[config.mk]
export PLATFORM = sky130hd
export DESIGN_NAME = mac_hilo
export DESIGN_NICKNAME = d
export VERILOG_FILES = /design/src/rtl/mac_pkg.sv /design/src/rtl/mac_mul_stage.sv /design/src/rtl/mac_combine.sv /design/src/rtl/mac_acc_reg.sv /design/src/rtl/mac_hilo.sv
export SDC_FILE = /design/constraint.sdc
export NUM_CORES = 2
export LEC_CHECK = 0
export BUFFER_PORTS_ARGS = -buffer_cell sky130_fd_sc_hd__buf_2
export CORE_UTILIZATION = 55
export DETAILED_ROUTE_END_ITERATION = 12
export GPL_TIMING_DRIVEN = 0
export HOLD_SLACK_MARGIN = 0.05
export PLACE_DENSITY = 0.73
export SYNTH_ARGS = -nofsm -noshare
export SYNTH_HDL_FRONTEND = slang
export SYNTH_SLANG_ARGS = --single-unit
[constraint.sdc]
create_clock -name clk -period 11.04 [get_ports clk]
set_clock_uncertainty 0.05 [all_clocks]
set_input_delay 1.104 -clock clk [delete_from_list [all_inputs] [get_ports clk]]
set_output_delay 1.104 -clock clk [all_outputs]
set_load 0.1 [all_outputs]
[src/rtl/mac_pkg.sv]
package mac_pkg;

    typedef enum logic [1:0] {
        MAC_OP_MUL  = 2'b00,
        MAC_OP_NEG  = 2'b01,
        MAC_OP_ADD  = 2'b10,
        MAC_OP_SUB  = 2'b11
    } mac_op_e;

    typedef struct packed {
        mac_op_e op;
        logic    uns;
        logic    sel_hi;
    } mac_cmd_t;

    function automatic logic needs_acc(input mac_op_e op);
        return (op == MAC_OP_ADD) || (op == MAC_OP_SUB);
    endfunction

endpackage

[src/rtl/mac_mul_stage.sv]
module mac_mul_stage
    import mac_pkg::*;
#(
    parameter int DATA_W = 32,
    localparam int ACC_W = 2 * DATA_W
) (
    input  logic              clk,
    input  logic              rst,
    input  logic              accept,
    input  mac_cmd_t          cmd_i,
    input  logic [DATA_W-1:0] a,
    input  logic [DATA_W-1:0] b,
    output logic              valid_o,
    output mac_cmd_t          cmd_o,
    output logic [ACC_W-1:0]  prod_o
);

    logic signed [DATA_W:0]    a_ext;
    logic signed [DATA_W:0]    b_ext;
    logic signed [ACC_W+1:0]   full;

    always_comb begin
        a_ext = {(~cmd_i.uns) & a[DATA_W-1], a};
        b_ext = {(~cmd_i.uns) & b[DATA_W-1], b};
        full  = a_ext * b_ext;
    end

    always_ff @(posedge clk) begin
        if (rst) begin
            valid_o <= 1'b0;
            cmd_o   <= '0;
            prod_o  <= '0;
        end else begin
            valid_o <= accept;
            if (accept) begin
                cmd_o  <= cmd_i;
                prod_o <= full[ACC_W-1:0];
            end
        end
    end

endmodule

[src/rtl/mac_combine.sv]
module mac_combine
    import mac_pkg::*;
#(
    parameter int ACC_W = 64
) (
    input  mac_op_e          op,
    input  logic [ACC_W-1:0] acc,
    input  logic [ACC_W-1:0] prod,
    output logic [ACC_W-1:0] next
);

    logic [ACC_W-1:0] base;
    logic             subtract;

    always_comb begin
        base     = needs_acc(op) ? acc : '0;
        subtract = (op == MAC_OP_NEG) || (op == MAC_OP_SUB);
        next     = subtract ? (base - prod) : (base + prod);
    end

endmodule

[src/rtl/mac_acc_reg.sv]
module mac_acc_reg #(
    parameter int DATA_W = 32,
    localparam int ACC_W = 2 * DATA_W
) (
    input  logic              clk,
    input  logic              rst,
    input  logic              op_done,
    input  logic [ACC_W-1:0]  op_val,
    input  logic              wr_en,
    input  logic [DATA_W-1:0] wr_hi,
    input  logic [DATA_W-1:0] wr_lo,
    output logic [DATA_W-1:0] hi,
    output logic [DATA_W-1:0] lo
);

    always_ff @(posedge clk) begin
        if (rst) begin
            hi <= '0;
            lo <= '0;
        end else if (op_done) begin
            hi <= op_val[ACC_W-1:DATA_W];
            lo <= op_val[DATA_W-1:0];
        end else if (wr_en) begin
            hi <= wr_hi;
            lo <= wr_lo;
        end
    end

endmodule

[src/rtl/mac_hilo.sv]
module mac_hilo
    import mac_pkg::*;
#(
    parameter int DATA_W = 32
) (
    input  logic              clk,
    input  logic              rst,
    input  logic              start_i,
    input  logic [1:0]        op_i,
    input  logic              uns_i,
    input  logic              sel_hi_i,
    input  logic [DATA_W-1:0] a_i,
    input  logic [DATA_W-1:0] b_i,
    input  logic              wr_en_i,
    input  logic [DATA_W-1:0] wr_hi_i,
    input  logic [DATA_W-1:0] wr_lo_i,
    output logic              done_o,
    output logic [DATA_W-1:0] result_o,
    output logic [DATA_W-1:0] hi_o,
    output logic [DATA_W-1:0] lo_o
);

    localparam int ACC_W = 2 * DATA_W;

    mac_cmd_t         cmd_in;
    mac_cmd_t         s1_cmd;
    logic             s1_valid;
    logic             accept;
    logic [ACC_W-1:0] s1_prod;
    logic [ACC_W-1:0] acc_next;
    logic [DATA_W-1:0] half_sel;

    assign cmd_in = '{op: mac_op_e'(op_i), uns: uns_i, sel_hi: sel_hi_i};
    assign accept = start_i & ~s1_valid;

    mac_mul_stage #(.DATA_W(DATA_W)) u_mul (
        .clk     (clk),
        .rst     (rst),
        .accept  (accept),
        .cmd_i   (cmd_in),
        .a       (a_i),
        .b       (b_i),
        .valid_o (s1_valid),
        .cmd_o   (s1_cmd),
        .prod_o  (s1_prod)
    );

    mac_combine #(.ACC_W(ACC_W)) u_comb (
        .op   (s1_cmd.op),
        .acc  ({hi_o, lo_o}),
        .prod (s1_prod),
        .next (acc_next)
    );

    mac_acc_reg #(.DATA_W(DATA_W)) u_acc (
        .clk     (clk),
        .rst     (rst),
        .op_done (s1_valid),
        .op_val  (acc_next),
        .wr_en   (wr_en_i),
        .wr_hi   (wr_hi_i),
        .wr_lo   (wr_lo_i),
        .hi      (hi_o),
        .lo      (lo_o)
    );

    assign half_sel = s1_cmd.sel_hi ? acc_next[ACC_W-1:DATA_W] : acc_next[DATA_W-1:0];

    always_ff @(posedge clk) begin
        if (rst) begin
            done_o   <= 1'b0;
            result_o <= '0;
        end else begin
            done_o <= s1_valid;
            if (s1_valid) begin
                result_o <= half_sel;
            end
        end
    end

endmodule

Word-level counts from Yosys, hierarchy flattened. Cells that the tools add are included.

Memories kept: 0. Memory bits (read-only): 0. Register bits after elaboration: 165. Bits in latches: 0. Word-level logic and storage cells: 29. Bits of input ports: 136. Output and inout bits: 97. Bits in writable memories: 0.

Eq/ne operators: 3. Add/sub/neg operators: 2. Shifts and indexed selects: 0. Divide/modulo/power cells: 0. $lt $le $gt $ge: 0. Multipliers: 1. Reductions and logical operators: 3. Mux-type cells: 7. Bitwise logic cells: 5.

Operators by type and width (count): 32-bit two-way mux (5); 64-bit two-way mux (2); 64-bit adder (1); 33-bit by 33-bit multiplier with 64-bit output (1); 64-bit subtractor (1); 2-bit == test (second input constant) (2); 1-bit AND (3); 2-bit by 1-bit == test with 1-bit output (second input constant) (1); 1-bit logical OR (2); 1-bit NOT (2); 2-bit nonzero test (1).

Depth between registers and ports, before layout.
Depth after elaboration: 6. Depth in mapped cells: 31. Depth with buffers taken out: 29.

By module. From an unflattened synthesis, not the netlist that was laid out.

Cells, all modules: 5683. Area total of the unflattened synthesis: 50586.0 um^2.

Modules (own cells, without submodules): mac_mul_stage (sequential area each 1381.3 um^2, area an instance 40450.0 um^2, instances 1, cells each 4399); mac_combine (sequential area each 0.0 um^2, area an instance 5605.4 um^2, instances 1, cells each 854); mac_acc_reg (sequential area each 1281.2 um^2, area an instance 3045.4 um^2, instances 1, cells each 284); mac_hilo (sequential area each 660.6 um^2, area an instance 1485.2 um^2, instances 1, cells each 146).

Worst setup path before layout. OpenSTA, ideal clock, no wires.

Kind: input -> register. Start point: input port a_i[31]. End point: register u_mul.prod_o[60]. Setup time: 0.070 ns. Required time: 10.920 ns. Path buffers: 2. Stages on the path: 27. Arrival time: 8.634 ns. Setup slack: 2.286 ns. Cell sequence: nor2b_1 clkbuf_1 nand2_1 inv_1 fa_1 fa_1 fa_1 inv_1 fa_1 fa_1 fa_1 fa_1 fa_1 inv_1 ha_1 clkbuf_1 a21o_1 a211oi_1 nand2_1 nor3b_1 o311ai_1 a41o_1 or4_1 a31oi_1 xnor2_1 nand2_1 a21oi_1.

Word-level cells in the longest chain between the ends: 2.

Ends and longest elaborated chain: start: declaration (line mac_hilo.sv:12) `input logic [DATA_W-1:0] a_i,`; 1-bit AND (line mac_mul_stage.sv:23) `a_ext = {(~cmd_i.uns) & a[DATA_W-1], a};`; 33-bit by 33-bit multiplier with 64-bit output * (line mac_mul_stage.sv:25) `full = a_ext * b_ext;`; end signal: assignment (line mac_mul_stage.sv:37) `prod_o <= full[ACC_W-1:0];`; end: declaration (line mac_mul_stage.sv:15) `output logic [ACC_W-1:0] prod_o`.

Every way passes the cells marked *; elsewhere a longest branch is shown, timed or not. A chain may end at the register's enable or synchronous reset.

Worst setup path in the final report.
Start point: input port b_i[12]. End point: register u_mul.prod_o[60].

Word-level cells in the longest chain between the ends: 1.

Ends and longest elaborated chain: start: declaration (line mac_hilo.sv:13) `input logic [DATA_W-1:0] b_i,`; 33-bit by 33-bit multiplier with 64-bit output (line mac_mul_stage.sv:25).

Every way passes these cells.

==> run_results.csv <==
group,metric,value,unit
detailed_routing,wl_met1,70200,um
timing,worstMarginPinSlew,1.42,ns
die,rows,110,
grt,first_global_vias,43100,
timing,fin_setup_tns,0,ns
synthesis,async_flop_share,0,%
grt,antenna_found_initial,11,
synthesis,syn-num-nets,7277,
timing,rsz0062_at_grt,"false",
grt,grt_pass1_wl,281000,um
synthesis,synth_edf_count,0,
synthesis,synth-main-ff-cell,"dfxtp_1",
status,status,"finished, final reports clean",
setup_path,worstSetupStartpointType,"primary input",
synthesis,netlist_instances,5739,
detailed_routing,dr.pass1.iters,6,
synthesis,yosysWarningCount,0,
clock_tree,cts-htree-levels,4,
detailed_routing,drtIter0Drc,4240,
die,fp.dieH,303,um
clock_tree,cts.clk_slew.worst_paths,0.08,ns
setup_path,crit_fanout,12,
die,core,89900,sq um
detailed_routing,viasPerCell,5.91,
detailed_routing,maxUsedRoutingLayer,"met5",
synthesis,ys_types,85,
detailed_routing,wirelength,191000,um
placed_design,detailed_place_hpwl,159000,um
timing,hold_viol_final,0,
timing,slew_violations,0,
detailed_routing,wire_per_inst,26.5,um
setup_path,crit_path_end_kind,"flip-flop",
clock_tree,cts_buffers,17,
flow_run,drv_cap,0,
die,die_x,303,um
detailed_routing,via_count,42600,
clock_tree,cts.sinks,165,
grt,track_usage,42.8,%
detailed_routing,drtAntennaViolNets,0,
timing,fin_crit_sh,97.6,%
clock_tree,clock_path_buffers,2,
detailed_routing,drc,0,
setup_path,path_class,"in -> reg",
detailed_routing,dr_wl_met3,26100,um
synthesis,ys_ff_latch,165,
setup_path,worstPathRequired,11.39,ns
finish,num-nets-final,7522,
placed_design,place_area,52500,sq um
timing,layout_min_cycle_time,10.78,ns
finish,syn_to_final_growth,6.44,%
finish,layout_commonest_cell,"inv_1",
finish,final_cell_mix,"inv_1 (1143), fa_1 (1126), nand2_1 (878), and2_1 (451), clkbuf_1 (310)",
setup_path,critPathArrivalTime,11.12,ns
synthesis,seq_area_frac_synth,6.62,%
clock_tree,clock_latency,0.46,ns
grt,grt_overflow_total,0,
timing,whs,0.429,ns
placed_design,io_buffer_count,228,
finish,drive_gt1_share,5.32,%
min_path,min_path_type,"reg -> reg",
timing,fmax,92.8,MHz
die,start_util,55.5,%
die,io_pins,233,
placed_design,gp_congestion,1.08,
synthesis,synth_area,49900,sq um
clock_tree,cts.hold.buffers_added,0,
timing,setup_violations,0,
synthesis,syn-mean-instance-area,8.69,sq um
die,dieArea,91900,sq um
grt,grt_max_degree,25,
clock_tree,cts_root_buf,"clkbuf_16",
timing,slew_headroom,4.87,%
detailed_routing,wl_met2,79900,um
finish,fin_area,53100,sq um
clock_tree,cts_tree,"built",
==> final timing paths <==
check,from,slack (ns),cells after the start,endpoint
hold / removal,u_mul.prod_o[37],0.43,2,u_mul.prod_o[37]
setup reg to reg,u_mul.prod_o[12],4.97,21,u_acc.hi[29]
hold reg to reg,u_mul.prod_o[37],0.43,2,u_mul.prod_o[37]
setup / recovery,b_i[12],0.26,25,u_mul.prod_o[60]
==> flip-flops by register name, summed over array words and instances (netlist names) <==
signal and cells:
done_o 1, result_o 32, u_acc.hi 32, u_acc.lo 32
u_mul.cmd_o 3, u_mul.prod_o 64, u_mul.valid_o 1
==> area by class of cell <==
type	count	area, sq um
multi-input cells	4106	41100
clock inverters	14	119
plain buffers	321	1210
repair buffers	228	1140
diodes	24	60.1
flip-flops and latches	165	3300
inverters	1145	4300
clock buffers	18	429
well taps	1176	1470
fillers	8257	36800
==> timing repair <==
action | 4_1_cts | 5_1_grt
setup buffers | 0 | 0
hold endpoints to repair | 0 | 0
gates resized for setup | 0 | 6
endpoints found under the setup margin | 0 | 3
==> cell families (layout without fill, tap and decap cells) <==
| group | after synthesis | in the layout | share of synthesized area (%) |
|---|---|---|---|
| compound gates | 709 | 709 | 9.27 |
| xor+xnor | 199 | 199 | 3.53 |
| fa+ha+maj | 1402 | 1402 | 52.1 |
| buf+inv | 1468 | 1726 | 11.0 |
| flops | 165 | 165 | 6.62 |
| mux | 30 | 30 | 0.647 |
| other cells | 0 | 24 | 0 |
| simple gates | 1766 | 1766 | 16.8 |
==> layer usage <==
metal / GRT usage (%) / vias to the layer above
li1: - / 17900
met1: 54.0 / 21000
met2: 63.1 / 2941
met3: 15.2 / 676
met4: 25.7 / 8
met5: 0 / -
==> Yosys cell counts (11+ instances only) <==
cell type  number  area, sq um
nand2_1       878         3300
fa_1         1126        22500
nand2b_1       19          119
a31oi_1        25          156
xnor2_1       153         1340
o31ai_1        11         82.6
nand3_1        31          155
mux2i_1        12          120
clkbuf_1      313         1170
a211oi_1      112          841
nand4_1        21          131
ha_1          276         3450
nor3_1         41          205
nor2b_1        64          400
inv_1        1143         4290
nor4_1         11         68.8
a21o_1         79          593
o21a_1         19          143
xor2_1         45          394
mux2_2         18          203
o21ai_1        27          135
and2_1        451         2820
o21ai_0        72          360
or3_1          13         81.3
dfxtp_1       165         3300
a21oi_1       248         1240
and3_1         21          131
nor2_1        183          687
o21bai_1       23          173
==> critical path, cell delays in order <==
cell and delay (ns):
buf_2 0.22, clkbuf_1 0.97, nand2_1 0.35, fa_1 0.60, fa_1 0.96, fa_1 0.60
fa_1 0.53, fa_1 0.53, fa_1 0.61, fa_1 0.46, fa_1 0.49, inv_1 0.04
ha_1 0.26, clkbuf_1 0.19, a21o_1 0.22, a211oi_1 0.62, nand2_1 0.11, nor3b_1 0.38
o311ai_1 0.36, a41o_1 0.40, or4_1 0.47, a31oi_1 0.22, xnor2_1 0.17, nand2_1 0.08
a21oi_1 0.16
==> metrics by stage <==
stage / setup WS [ns] / std cells / utilization [%]
global placement: -0.167 / 7143 / 58.4
floorplan: 2.29 / 5739 / -
detailed placement: -0.265 / 7143 / 58.4
finish: 0.263 / 7197 / 59.1
global route: 0.0296 / 7173 / 59.0
CTS: 0.185 / 7175 / 59.0
Power is left out: the tool's default activity adds up to more than one toggle a clock period on the data nets, which glitch-free logic cannot reach.
